`src/rtl/cmdseq_pkg.sv`:
```
package cmdseq_pkg;

    typedef enum logic [2:0] {
        ST_IDLE,
        ST_FETCH,
        ST_OPND,
        ST_DELAY,
        ST_EVWAIT,
        ST_FAULT
    } seq_state_t;

    typedef enum logic [1:0] {
        FL_KEEP,
        FL_RELEASE,
        FL_HIGH,
        FL_LOW
    } flag_op_t;

    typedef enum logic [2:0] {
        K_ADDR_LO,
        K_DATA_LO,
        K_ADDR_FULL,
        K_DATA_FULL,
        K_EVENT
    } opnd_kind_t;

    localparam int BASE_W  = 2;
    localparam int SHIFT_W = 4;
    localparam int DLY_W   = BASE_W + (1 << SHIFT_W) - 1;
    localparam int REG_W   = 32;
    localparam int FLAG_N  = 32;

endpackage

```
`src/rtl/cmdseq_progmem.sv`:
```
module cmdseq_progmem #(
    parameter int DEPTH = 64,
    parameter int AW    = $clog2(DEPTH)
) (
    input  logic          clk,
    input  logic          wr_en,
    input  logic [AW-1:0] wr_addr,
    input  logic [7:0]    wr_byte,
    input  logic [AW-1:0] rd_addr,
    output logic [7:0]    rd_byte
);

    logic [7:0] mem [DEPTH];

    always_ff @(posedge clk) begin
        if (wr_en) begin
            mem[wr_addr] <= wr_byte;
        end
    end

    assign rd_byte = mem[rd_addr];

endmodule

```
`src/rtl/cmdseq_timer.sv`:
```
module cmdseq_timer #(
    parameter int W = 17
) (
    input  logic         clk,
    input  logic         rst_n,
    input  logic         load,
    input  logic [W-1:0] load_val,
    output logic         last
);

    logic [W-1:0] cnt;

    always_ff @(posedge clk or negedge rst_n) begin
        if (!rst_n) begin
            cnt <= '0;
        end else if (load) begin
            cnt <= load_val;
        end else if (cnt != '0) begin
            cnt <= cnt - 1'b1;
        end
    end

    assign last = (cnt == W'(1));

endmodule

```
`src/rtl/cmdseq_flags.sv`:
```
module cmdseq_flags
    import cmdseq_pkg::*;
#(
    parameter int NF = 32,
    parameter int IW = $clog2(NF)
) (
    input  logic          clk,
    input  logic          rst_n,
    input  logic          clr,
    input  logic          op_en,
    input  flag_op_t      op,
    input  logic [IW-1:0] idx,
    output logic [NF-1:0] val,
    output logic [NF-1:0] oe
);

    for (genvar g = 0; g < NF; g++) begin : g_flag
        always_ff @(posedge clk or negedge rst_n) begin
            if (!rst_n) begin
                val[g] <= 1'b0;
                oe[g]  <= 1'b0;
            end else if (clr) begin
                val[g] <= 1'b0;
                oe[g]  <= 1'b0;
            end else if (op_en && idx == IW'(g)) begin
                unique case (op)
                    FL_RELEASE: begin
                        val[g] <= 1'b0;
                        oe[g]  <= 1'b0;
                    end
                    FL_HIGH: begin
                        val[g] <= 1'b1;
                        oe[g]  <= 1'b1;
                    end
                    FL_LOW: begin
                        val[g] <= 1'b0;
                        oe[g]  <= 1'b1;
                    end
                    default: begin
                        val[g] <= val[g];
                        oe[g]  <= oe[g];
                    end
                endcase
            end
        end
    end

endmodule

```
`src/rtl/cmdseq_top.sv`:
```
module cmdseq_top
    import cmdseq_pkg::*;
#(
    parameter int PROG_DEPTH = 64,
    parameter int NUM_EV     = 5
) (
    input  logic                          clk,
    input  logic                          rst_n,
    input  logic                          start,
    input  logic [NUM_EV-1:0]             ev_in,
    input  logic                          ld_en,
    input  logic [$clog2(PROG_DEPTH)-1:0] ld_addr,
    input  logic [7:0]                    ld_byte,
    output logic                          wr_stb,
    output logic [REG_W-1:0]              wr_addr,
    output logic [REG_W-1:0]              wr_data,
    output logic [FLAG_N-1:0]             flag_val,
    output logic [FLAG_N-1:0]             flag_oe,
    output logic                          busy,
    output logic                          done,
    output logic                          error
);

    localparam int PA_W  = $clog2(PROG_DEPTH);
    localparam int FI_W  = $clog2(FLAG_N);
    localparam int EV_SW = 5;

    seq_state_t st, st_n;

    logic [PA_W:0]      pc;
    logic               ovf;
    logic [7:0]         cur;

    // decode of the byte under the program counter
    logic               d_wait, d_ops, d_exit, d_flag, d_bad;
    opnd_kind_t         d_kind;
    logic [1:0]         d_last;
    logic [DLY_W-1:0]   dly;
    flag_op_t           d_fop;

    // operand gathering
    opnd_kind_t         okind;
    logic [1:0]         oidx, olast;
    logic               o_last;
    logic [REG_W-1:0]   imm, imm_full;

    // event wait
    logic [EV_SW-1:0]   ev_sel;
    logic               ev_lvl;
    logic [31:0]        ev_pad;
    logic               ev_hit;

    logic               tmr_last;
    logic               fetch_go;

    assign ovf = pc[PA_W];

    cmdseq_progmem #(.DEPTH(PROG_DEPTH), .AW(PA_W)) u_mem (
        .clk     (clk),
        .wr_en   (ld_en),
        .wr_addr (ld_addr),
        .wr_byte (ld_byte),
        .rd_addr (pc[PA_W-1:0]),
        .rd_byte (cur)
    );

    always_comb begin
        d_wait = 1'b0;
        d_ops  = 1'b0;
        d_exit = 1'b0;
        d_flag = 1'b0;
        d_bad  = 1'b0;
        d_kind = K_ADDR_LO;
        d_last = 2'd1;
        case (cur) inside
            8'h00:          ;
            [8'h01:8'h3F]:  d_wait = 1'b1;
            8'h40:          d_ops  = 1'b1;
            8'h42: begin
                d_ops  = 1'b1;
                d_kind = K_DATA_LO;
            end
            8'h5F: begin
                d_ops  = 1'b1;
                d_kind = K_EVENT;
            end
            8'hE0: begin
                d_ops  = 1'b1;
                d_kind = K_ADDR_FULL;
                d_last = 2'd3;
            end
            8'hE2: begin
                d_ops  = 1'b1;
                d_kind = K_DATA_FULL;
                d_last = 2'd3;
            end
            8'h7F:          d_exit = 1'b1;
            [8'h80:8'hDF]:  d_flag = 1'b1;
            default:        d_bad  = 1'b1;
        endcase
    end

    assign dly = DLY_W'(cur[BASE_W-1:0]) << cur[BASE_W+SHIFT_W-1:BASE_W];

    always_comb begin
        unique case (cur[6:5])
            2'b00:   d_fop = FL_RELEASE;
            2'b01:   d_fop = FL_HIGH;
            2'b10:   d_fop = FL_LOW;
            default: d_fop = FL_KEEP;
        endcase
    end

    assign fetch_go = (st == ST_FETCH) && !ovf && !start;
    assign o_last   = (oidx == olast);
    assign imm_full = imm | (REG_W'(cur) << {oidx, 3'b000});

    always_comb begin
        ev_pad = '0;
        ev_pad[NUM_EV-1:0] = ev_in;
    end
    assign ev_hit = (ev_pad[ev_sel] == ev_lvl);

    cmdseq_timer #(.W(DLY_W)) u_tmr (
        .clk      (clk),
        .rst_n    (rst_n),
        .load     (fetch_go && d_wait),
        .load_val (dly),
        .last     (tmr_last)
    );

    cmdseq_flags #(.NF(FLAG_N), .IW(FI_W)) u_flags (
        .clk   (clk),
        .rst_n (rst_n),
        .clr   (start),
        .op_en (fetch_go && d_flag),
        .op    (d_fop),
        .idx   (cur[FI_W-1:0]),
        .val   (flag_val),
        .oe    (flag_oe)
    );

    // next-state logic
    always_comb begin
        st_n = st;
        unique case (st)
            ST_IDLE, ST_FAULT: st_n = st;
            ST_FETCH: begin
                if (ovf || d_bad)            st_n = ST_FAULT;
                else if (d_exit)             st_n = ST_IDLE;
                else if (d_ops)              st_n = ST_OPND;
                else if (d_wait && dly != 0) st_n = ST_DELAY;
                else                         st_n = ST_FETCH;
            end
            ST_OPND: begin
                if (ovf)         st_n = ST_FAULT;
                else if (o_last) st_n = (okind == K_EVENT) ? ST_EVWAIT : ST_FETCH;
            end
            ST_DELAY:  if (tmr_last) st_n = ST_FETCH;
            ST_EVWAIT: if (ev_hit)   st_n = ST_FETCH;
            default:   st_n = ST_IDLE;
        endcase
        if (start) st_n = ST_FETCH;
    end

    // state register
    always_ff @(posedge clk or negedge rst_n) begin
        if (!rst_n) st <= ST_IDLE;
        else        st <= st_n;
    end

    // output and datapath registers
    always_ff @(posedge clk or negedge rst_n) begin
        if (!rst_n) begin
            pc      <= '0;
            okind   <= K_ADDR_LO;
            oidx    <= '0;
            olast   <= '0;
            imm     <= '0;
            wr_addr <= '0;
            wr_data <= '0;
            wr_stb  <= 1'b0;
            done    <= 1'b0;
            error   <= 1'b0;
            ev_sel  <= '0;
            ev_lvl  <= 1'b0;
        end else begin
            wr_stb <= 1'b0;
            done   <= (st == ST_FETCH) && (st_n == ST_IDLE);
            if (start) begin
                pc    <= '0;
                error <= 1'b0;
            end else begin
                if (st_n == ST_FAULT && st != ST_FAULT) error <= 1'b1;
                if (st == ST_FETCH && !ovf) begin
                    pc <= pc + 1'b1;
                    if (d_ops) begin
                        okind <= d_kind;
                        oidx  <= '0;
                        olast <= d_last;
                        imm   <= '0;
                    end
                end
                if (st == ST_OPND && !ovf) begin
                    pc   <= pc + 1'b1;
                    imm  <= imm_full;
                    oidx <= oidx + 1'b1;
                    if (o_last) begin
                        unique case (okind)
                            K_ADDR_LO:   wr_addr[15:0] <= imm_full[15:0];
                            K_ADDR_FULL: wr_addr <= imm_full;
                            K_DATA_LO: begin
                                wr_data[15:0] <= imm_full[15:0];
                                wr_stb        <= 1'b1;
                            end
                            K_DATA_FULL: begin
                                wr_data <= imm_full;
                                wr_stb  <= 1'b1;
                            end
                            K_EVENT: begin
                                ev_sel <= imm_full[EV_SW-1:0];
                                ev_lvl <= imm_full[8];
                            end
                            default: ;
                        endcase
                    end
                end
            end
        end
    end

    assign busy = (st == ST_FETCH) || (st == ST_OPND) ||
                  (st == ST_DELAY) || (st == ST_EVWAIT);

endmodule

```
`config.mk`:
```
export PLATFORM = sky130hd
export DESIGN_NAME = cmdseq_top
export DESIGN_NICKNAME = d
export VERILOG_FILES = /design/src/rtl/cmdseq_pkg.sv /design/src/rtl/cmdseq_progmem.sv /design/src/rtl/cmdseq_timer.sv /design/src/rtl/cmdseq_flags.sv /design/src/rtl/cmdseq_top.sv
export SDC_FILE = /design/constraint.sdc
export NUM_CORES = 1
export LEC_CHECK = 0
export CAP_MARGIN = 20
export CORE_UTILIZATION = 50
export DETAILED_ROUTE_END_ITERATION = 6
export DONT_BUFFER_PORTS = 1
export GPL_TIMING_DRIVEN = 1
export PLACE_DENSITY = 0.69
export SLEW_MARGIN = 20
export SYNTH_ARGS = -nofsm -noshare
export SYNTH_HDL_FRONTEND = slang
export SYNTH_SLANG_ARGS = --single-unit
```
`constraint.sdc`:
```
create_clock -name clk -period 3.4 [get_ports clk]
set_clock_uncertainty 0.05 [all_clocks]
set_input_delay 0.68 -clock clk [delete_from_list [all_inputs] [get_ports clk]]
set_output_delay 0.68 -clock clk [all_outputs]
set_load 0.01 [all_outputs]
```
; Word-level counts from Yosys, hierarchy flattened
; Memory sizes are Yosys's and may differ from the RTL's.
; Cells that the tools add are included.
[word_totals]
regBits = 203
mem_bits_rw = 512
output_inout_bits = 132
wordCells = 532
n_memories = 1
inputBits = 23
[classes]
n_eq_ne = 56
mux = 212
n_bitwise = 2
add_sub_neg = 3
n_reduce_logical = 171
n_shift = 2
order_cmp = 5
[mem_list]
columns = name, depth, word_bits, read_ports, rd_clocked_by_memory_dff, wr, line
row1 = u_mem.mem, 64, 8, 1, 0, 1, cmdseq_progmem.sv:13  ; logic [7:0] mem [DEPTH];
[op_table]
columns = operator, n
row1 = $mux W1, 172
row2 = $reduce_and A2 Y1, 64
row3 = $mux W32, 3
row4 = $eq A5 B5 Y1 const B, 16
row5 = $reduce_bool A2 Y1, 36
row6 = $logic_and A1 B1 Y1, 42
row7 = $eq A5 B4 Y1 const B, 8
row8 = $mux W3, 12
row9 = $mux W17, 2
row10 = $reduce_bool A17 Y1, 2
row11 = $eq A8 B7 Y1 const B, 4
row12 = $or A32 B32 Y32, 1
row13 = $shl A8 B5 Y32, 1
row14 = $mux W2, 15
row15 = $mux W7, 3
row16 = $eq A5 B3 Y1 const B, 4
row17 = $reduce_and A4 Y1, 5
row18 = $eq A17 B1 Y1 const B, 1
row19 = $shl A2 B4 Y17, 1
row20 = $sub A17 B1 Y17 const B, 1
row21 = $eq A8 B8 Y1 const B, 2
row22 = $pmux W3 S5, 1
row23 = $eq A3 B2 Y1 const B, 4
row24 = $eq A3 B3 Y1 const B, 4
row25 = other kinds (28), 47

; Logic depth before layout (Yosys ltp)
; Gate-level depths: netlist (run 1).
; An unclocked memory read counts as a cell.
[logic_depth]
ltp_word = 20
ltp_mapped = 16
mapped_depth_nobuf = 9

; By module
; A second synthesis (run 1) with hierarchy kept.
[unflattened]
cells_unflattened = 1959
hier_area_um2 = 29838.6
[by_module_without_submodules]
columns = module, area_per_inst_um2, seq_area_each_um2, cells_per_inst, n_inst
row1 = cmdseq_progmem, 20155.6, 15374.7, 992, 1
row2 = cmdseq_top, 5439.0, 3027.9, 526, 1
row3 = cmdseq_flags, 3111.7, 1601.5, 325, 1
row4 = cmdseq_timer, 1132.3, 425.4, 116, 1

; Worst setup path after synthesis (run 1)
; Ideal clock, no wire load.
[synth_path]
kind = register to register
from = register pc[0]
to = register u_flags.oe[7]
synth_period_minus_slack_ns = 3.424
setup_ns = 0.122
required_time_ns = 3.228
path_stages_with_launch = 13
path_buffers = 4
setup_slack_ns = -0.024
t_arrival_ns = 3.253
path_cell_list = dfrtp_1 buf_6 buf_6 buf_6 buf_6 mux4_2 o22ai_1 a22oi_1 a32oi_2 o221ai_2 or2_1 or4_1 a32o_1
[synth_via]
elab_chain_cells = 16
word_cells_on_any_way = 40
classes_between = order compare: 4 / eq/ne: 12 / mux: 13 / reduce/logical: 10 / memory: 1
[synth_rtl]
columns = element, line
row1 = "start, declared", cmdseq_top.sv:30  ; logic [PA_W:0] pc;
row2 = "start signal, assigned", cmdseq_top.sv:196  ; pc <= pc + 1'b1;
row3 = "start signal, assigned", cmdseq_top.sv:205  ; pc <= pc + 1'b1;
row4 = $mem_v2 Z64 W8 (*), -
row5 = $ge A8 B8 Y1 (no line) or $le A8 B8 Y1 (tied branches), -
row6 = $logic_and A1 B1 Y1 (no line), -
row7 = $mux W1 (9 in series), cmdseq_top.sv:75  ; case (cur) inside
row8 = $logic_and A1 B1 Y1, cmdseq_top.sv:136  ; .op_en (fetch_go && d_flag),
row9 = $logic_and A1 B1 Y1, cmdseq_flags.sv:25  ; end else if (op_en && idx == IW'(g)) begin
row10 = $reduce_bool A2 Y1 (no line), -
row11 = $reduce_and A2 Y1 (no line), -
row12 = "end signal, assigned by index", cmdseq_flags.sv:41  ; oe[g] <= oe[g];
row13 = "end, declared", cmdseq_flags.sv:14  ; output logic [NF-1:0] oe
; Every way passes the cells marked *; elsewhere a longest branch is shown, timed or not. The select of a mux whose other input is x is not followed.
; A chain may end at the register's enable or synchronous reset.

; Worst setup path in the final report (run 1)
; Same ends and word-level chain as after synthesis.

==> out/results.ini, run 1 <==
[status]
run_status = complete, but fails checks
violations = negative hold slack, negative setup slack

[synth]
synth_top_cells_by_count = edfxtp_1 (512), dfrtp_1 (203), nand2_1 (140)
synth_mux_area_frac = 0.1092
synth_top_area_frac = 0.5195
synth.yosys.warnings = 0
synthSimpleGateAreaFrac = 0.07825
synth_top_area_cell = edfxtp_1
compound_gate_fraction_of_synth_area = 0.08836
synthCells = 1926
ys.flop_type = edfxtp_1
postSynthNetCount = 1955
synth-edff-count = 512
syn-mean-instance-area_sq_um = 15.37
synth_top_cells_by_area = edfxtp_1 (52%), dfrtp_1 (17%), mux4_2 (8.4%)
ys_async_sr_fraction = 0.2839
postSynthRegisterBits = 715
synth.cell_area_sq_um = 29600
synth_seq_area_share = 0.6911
dominant_combinational_cell_family_by_area_after_synthesis = multiplexers
xor_xnor_share_of_the_synthesized_area = 0.005327
yosysMostFrequentCell = edfxtp_1
synth_fa_ha_area_frac = 0.002537
synth.lib_cells_used.distinct = 88

[die]
die_w_um = 245.3
fp.coreArea_sq_um = 58140
starting_utilization_of_the_core_area = 0.5091
die_height_um = 245.3
num_io_pins = 155
fp.dieArea_sq_um = 60170
row_count = 88

[layout]
area.growth.synth_to_final_pct = 21.52
filler_cell_count = 4116
final_layout_size_suffix_gt1_frac = 0.3156
finalInstanceArea_sq_um = 35970
diodes = 0
nets = 2192

[timing]
final_min_period_over_clock_period = 1.081
rsz0062_at_grt = yes
fin_worst_hold_slack_ns = -0.2727
timing.fmax_ghz = 0.2721
worst_pin_slew_ns = 0.9582
timing.max_slew.rel_slack = 0.3588
final_min_period_ns = 3.675
setup_ws_ns = -0.2750
final-hold-violation-count = 203
drv_slew = 0
final-setup-viol-count = 120

[power_and_ir_drop]
vdd_drop_max_v = 0.0004814
total_power_mw = 26.73
power_density_nw_per_um2 = 743.1
power.leakage_nw = 12.72

[worst_setup_path]
critPathMaxStageDelay_ns = 0.57
worst_setup_path_endpoint = u_flags.oe[7]
start_of_the_worst_register_to_register_path = pc[0]
timing.critical_path.cells = buf_12 -> buf_12 -> buf_6 -> mux4_2 -> a221oi_4 -> mux4_2 -> buf_4 -> ha_1 -> inv_1 -> or4_1 -> a32o_1
critical_path_maximum_fanout = 6
crit_path_start = pc[0]
critical-path-top-delay-family = multiplexers
critical_path.startpoint_type = flop
critPathKind = flop to flop
cp_num_cells = 11
cp_slowest_cell = mux4_2
worstSetupEndpointType = flop
data_arrival_time_of_the_critical_path_ns = 4.12
reg2regPathDepth = 11
worstPathRequired_ns = 3.85
worst-path-buf-inv = 5
critical_path.reg2reg.endpoint = u_flags.oe[7]
rrSetupSlack_ns = -0.28

[grt]
global_route.usage.total = 0.2583
first_pass_grt_wire_length_um = 116100
number_of_antenna_violations_at_the_first_check_in_global_routing = 0
grt_pass1_vias = 18670
grt_start_max_net_pins = 204
grt_remaining_overflow = 0

[clock_tree]
cts-root-to-sink-buffers = 3
root_buffer = clkbuf_16
clkTransAtPathRegs_ns = 0.07
tritoncts.num_buffers = 73
cts.sinks = 715
h-tree-depth = 3
cts_tree = yes
worst_skew_pair.late_latency_ns = 0.62

[placed_design]
post_dp_cell_area_sq_um = 31950
dp_hpwl_um = 49430
buffer_ports.inserted = 0
place_ws_ns = -0.4812
placer_congestion_estimate = 0.8798

[routing]
wire_length_per_cell_um = 26.49
drc = 0
viasPerCell = 6.293
route.vias.total = 18754
drt_first_pass_iters = 5
detail_route.wirelength_um = 78950
detail-route-antenna-nets = 0
dr.first_iter.drc_count = 1976

[hold_path]
hold_path.class = primary input to asynchronous set/reset pin

[flow_run]
max_cap_violations = 0

metal layers:
layer / share of wire / track usage / up-vias
met4: 0.042 / 0.09871 / 0
met2: 0.49 / 0.4254 / 898
met1: 0.39 / 0.3437 / 9640
met5: 0 / 0 / -
li1: - / - / 8007
met3: 0.074 / 0.04485 / 209
logic make-up after synthesis:
group           Yosys count
compound gates          383
fa+ha+maj                 6
simple gates            468
flops                   715
buf+inv                 153
mux                     183
xor+xnor                 18
repair_timing:
action | CTS | global route
endpoints found under the setup margin | 141 | 139
hold endpoints to repair | 203 | 203
pin swaps | 21 | 23
setup buffers | 20 | 19
resized for setup | 133 | 116
gates cloned | 6 | 7
registers in the layout, indices dropped and copies added, names as in the netlist:
register	flops
okind	3
u_flags.oe	32
ev_lvl	1
u_flags.val	32
pc	7
wr_data	32
olast	2
st	3
ev_sel	5
error	1
oidx	2
imm	32
u_mem.mem	512
wr_addr	32
done	1
wr_stb	1
u_tmr.cnt	17
power by group:
part | total (mW) | switching (mW) | internal (mW)
clock network | 7.60 | 3.25 | 4.35
logic | 9.22 | 4.96 | 4.26
registers | 9.91 | 0.264 | 9.64
total | 26.7 | 8.48 | 18.3
worst reg2reg max path: stages, from the launching register on:
cell and delay (ns):
dfrtp_4 0.44, buf_12 0.15, buf_12 0.15, buf_6 0.16, mux4_2 0.57, a221oi_4 0.36, mux4_2 0.40, buf_4 0.15
ha_1 0.17, inv_1 0.07, or4_1 0.57, a32o_1 0.30
placed cells by master (no fill, tap or decap), types with 9 or more instances in the layout:
master     synthesis  final
a211oi_1          24     11
a211oi_2           0     13
a21oi_1           73     59
a21oi_2            0     14
a22oi_1           32     23
a22oi_2            0      9
a31oi_1           27     23
and2_1            16      9
and3_1            15     13
buf_12             0     20
buf_4             11    227
buf_6             13     33
clkbuf_1          81     17
clkbuf_16          0     80
clkinv_1           3     15
dfrtp_1          203    201
edfxtp_1         512    512
inv_1             15     14
mux2i_1           62     54
mux4_2           111    111
nand2_1          140    132
nand2b_1          14     14
nand3_1           40     31
nand3_2            0      9
nor2_1           122    119
nor2b_1           15     12
nor3_1            38     26
nor3_2             2     12
o21ai_0           83     79
o21ai_1            7     10
o2bb2ai_1         21     21
o31ai_2            0     11
xnor2_1           10     10
final cells by class:
cell class              count  area, sq um  area share
flip-flops and latches    715        20460      0.5689
multi-input cells        1058         9412      0.2617
repair buffers            295         2811     0.07817
clock buffers              99         2037     0.05664
well taps                 765        957.2     0.02661
clock inverters            28        207.7    0.005775
inverters                  20        78.83    0.002192
through the flow:
stage | utilization | TNS (ns) | hold WS [ns] | std cells
after CTS | 0.6040 | -7.095 | -0.3097 | 2956
after global routing | 0.6187 | -24.64 | -0.3080 | 2980
final | 0.6187 | -15.00 | -0.2727 | 2980
after detailed placement | 0.5496 | -45.74 | 0.3382 | 2803
after floorplan | - | 0 | 0.3344 | 1926
after global placement | 0.5496 | -40.97 | 0.3383 | 2803
worst min-delay path by stage:
stage / start / to / slack (ns) / cells past startpoint
6_report: rst_n / wr_addr[6] / -0.27 / 0
5_1_grt: rst_n / u_flags.val[2] / -0.31 / 0
4_1_cts: rst_n / pc[1] / -0.31 / 0
3_5_place_dp: rst_n / wr_data[7] / 0.34 / 0
3_3_place_gp: rst_n / wr_addr[6] / 0.34 / 0
2_1_floorplan: rst_n / done / 0.33 / 0
Power figures use the tool's default switching activity.
==> run 2: changes to the inputs <==
--- a/config.mk
+++ b/config.mk
@@ -7,3 +7,3 @@
 export LEC_CHECK = 0
-export CAP_MARGIN = 20
+export CORE_MARGIN = 10
 export CORE_UTILIZATION = 50
--- a/constraint.sdc
+++ b/constraint.sdc
@@ -4,2 +4,2 @@
 set_output_delay 0.68 -clock clk [all_outputs]
-set_load 0.01 [all_outputs]
+set_load 0.005 [all_outputs]
==> run 2 against run 1 <==
Net effect: the flow still finishes with violations (negative hold slack, negative setup slack); worst hold slack got worse by 0.028 ns; sequential share of layout area fell by 0.98 points; clock power rose by 8.3%; highest routed layer unchanged.
==> out/results.ini, run 2 (synthesis gave the netlist of run 1 again) <==
[placed_design]
dp_hpwl_um = 51480  ; +4.1%
buffer_ports.inserted = 0  ; unchanged
place.detailed.instances = 2773  ; -1.1%
placer_congestion_estimate = 0.8984  ; +2.1%
post_dp_cell_area_sq_um = 31720  ; -0.74%

[grt]
number_of_antenna_violations_at_the_first_check_in_global_routing = 0  ; unchanged
grt_start_max_net_pins = 204  ; unchanged
grt_pass1_vias = 18593  ; -0.41%
global_route.usage.total = 0.2234  ; -0.03486
grt_remaining_overflow = 0  ; unchanged
first_pass_grt_wire_length_um = 119800  ; +3.2%

[worst_setup_path]
data_arrival_time_of_the_critical_path_ns = 4.13  ; about the same
worstSetupEndpointType = flop
worstPathRequired_ns = 3.84  ; about the same
critPathKind = flop to flop
critical_path.startpoint_type = flop
timing.critical_path.cells = buf_12 -> buf_16 -> buf_12 -> mux4_2 -> a221oi_2 -> mux4_2 -> o221ai_4 -> or4_4 -> buf_6 -> o211ai_1 -> o21ai_1
cp_slowest_cell = or4_4
critical-path-top-delay-family = compound AO/OA/AOI/OAI gates
critPathMaxStageDelay_ns = 0.54  ; -0.03 ns
critical_path_maximum_fanout = 9  ; +3
worst-path-buf-inv = 4  ; -1

[clock_tree]
tritoncts.num_buffers = 73  ; unchanged
root_buffer = clkbuf_16
cts-root-to-sink-buffers = 3  ; unchanged
cts_tree = yes
cts.sinks = 715  ; unchanged
clkTransAtPathRegs_ns = 0.07  ; about the same
worst_skew_pair.late_latency_ns = 0.63  ; about the same
h-tree-depth = 3  ; unchanged

[routing]
viasPerCell = 6.424  ; +2.1%
dr.first_iter.drc_count = 2750  ; +39%
route.vias.total = 19117  ; +1.9%
detail-route-antenna-nets = 0  ; unchanged
drc = 0  ; unchanged
wire_length_per_cell_um = 27.57  ; +4.1%
detail_route.wirelength_um = 82040  ; +3.9%
drt_first_pass_iters = 5  ; unchanged

[die]
fp.dieArea_sq_um = 69320  ; +15%
starting_utilization_of_the_core_area = 0.5034  ; -0.005720
die_w_um = 263.3  ; +7.3%
die_height_um = 263.3  ; +7.3%
row_count = 89  ; +1.1%
num_io_pins = 155  ; unchanged
fp.coreArea_sq_um = 58800  ; +1.1%

[power_and_ir_drop]
power.leakage_nw = 12.81  ; +0.70%
vdd_drop_max_v = 0.0004800  ; -0.28%
power_density_nw_per_um2 = 767.8  ; +3.3%

[layout]
largest_register_ffs = 512  ; unchanged
nets = 2177  ; -0.68%
largest_register = u_mem.mem
finalInstanceArea_sq_um = 36600  ; +1.8%
layout.cells.most_common = edfxtp_1
final_cell_count_without_fillers = 2976  ; -0.13%
filler_cell_count = 4011  ; -2.6%
commonest_non_fill_non_tap_cells_in_the_layout = edfxtp_1 (512), dfrtp_1 (201), buf_4 (190)
area.growth.synth_to_final_pct = 23.66
post-route-util = 0.6224  ; +0.003795
final_layout_size_suffix_gt1_frac = 0.3355  ; +0.01988
diodes = 0  ; unchanged

[timing]
final_min_period_over_clock_period = 1.087  ; +0.005740
timing.fmax_ghz = 0.2707  ; -0.53%
timing.max_slew.rel_slack = 0.3212  ; -0.03767
worst_pin_slew_ns = 1.015  ; +0.05629 ns
rsz0062_at_grt = yes
final_min_period_ns = 3.695  ; +0.01951 ns
drv_slew = 0  ; unchanged
final-hold-violation-count = 203  ; unchanged
final-setup-viol-count = 122  ; +1.7%
setup_ws_ns = -0.2945  ; -0.01952 ns
fin_worst_hold_slack_ns = -0.3007  ; -0.02803 ns

[hold_path]
hold_path.class = primary input to asynchronous set/reset pin

[flow_run]
max_cap_violations = 0  ; unchanged

[status]
run_status = complete, but fails checks
violations = negative hold slack, negative setup slack

## run 2: final cells by class
| type | count | area, sq um | area share |
|---|---|---|---|
| Inverter | 20 | 77.57 | 0.002120 |
| Clock inverter | 32 | 379.1 | 0.01036 |
| Multi-Input combinational cell | 1058 | 9796 | 0.2677 |
| Clock buffer | 98 | 2086 | 0.05699 |
| Timing Repair Buffer | 280 | 2830 | 0.07733 |
| Sequential cell | 715 | 20460 | 0.5591 |
| Tap cell | 773 | 967.2 | 0.02643 |
## run 2: per-stage QoR
step                total power [mW]  setup WS, ns  setup TNS, ns
finish                         28.10       -0.2945         -15.68
global route                   28.96       -0.2787         -20.06
floorplan                      14.44     0.0009899              0
detailed placement             17.43       -0.4203         -35.46
CTS                            26.76       -0.1377         -6.470
global placement               17.33       -0.5128         -43.35
## run 2: path summary, 6_finish.rpt
path | from | end | slack, ns | cells past startpoint
worst max-delay path | pc[0] | u_flags.oe[13] | -0.29 | 11
worst min-delay path | rst_n | wr_addr[4] | -0.30 | 0
worst max register to register | pc[0] | u_flags.oe[13] | -0.29 | 11
worst min register to register | imm[18] | imm[18] | 0.44 | 1
max in group asynchronous | rst_n | u_tmr.cnt[5] | 3.25 | 0
min in group clk | start | pc[5] | 0.07 | 1
## run 2: power breakdown
group	switching, mW	total, mW	internal [mW]
Sequential	0.275	9.92	9.64
Clock	3.36	8.23	4.86
Combinational	5.35	9.95	4.61
Total	8.99	28.1	19.1
## run 2: worst register-to-register path, delay by kind of cell, from the launching register on
family | cells | cell delay [ns]
flip-flops | 1 | 0.50
AO/OA/AOI/OAI | 4 | 0.94
AND/OR/NAND/NOR | 1 | 0.54
buffers and inverters | 4 | 0.59
multiplexers | 2 | 0.93
## run 2: timing repair
action / in CTS / in global routing
setup endpoints to repair: 132 / 138
pin swaps: 42 / 58
buffers inserted: 33 / 32
cloned: 5 / 6
resized for setup: 155 / 192
hold endpoints to repair: 203 / 203
## run 2: metal layers
layer  part of all wire  track usage
met1               0.38       0.2975
met2               0.48       0.3559
met3              0.095      0.04908
met4              0.038      0.08372
met5                  0            0
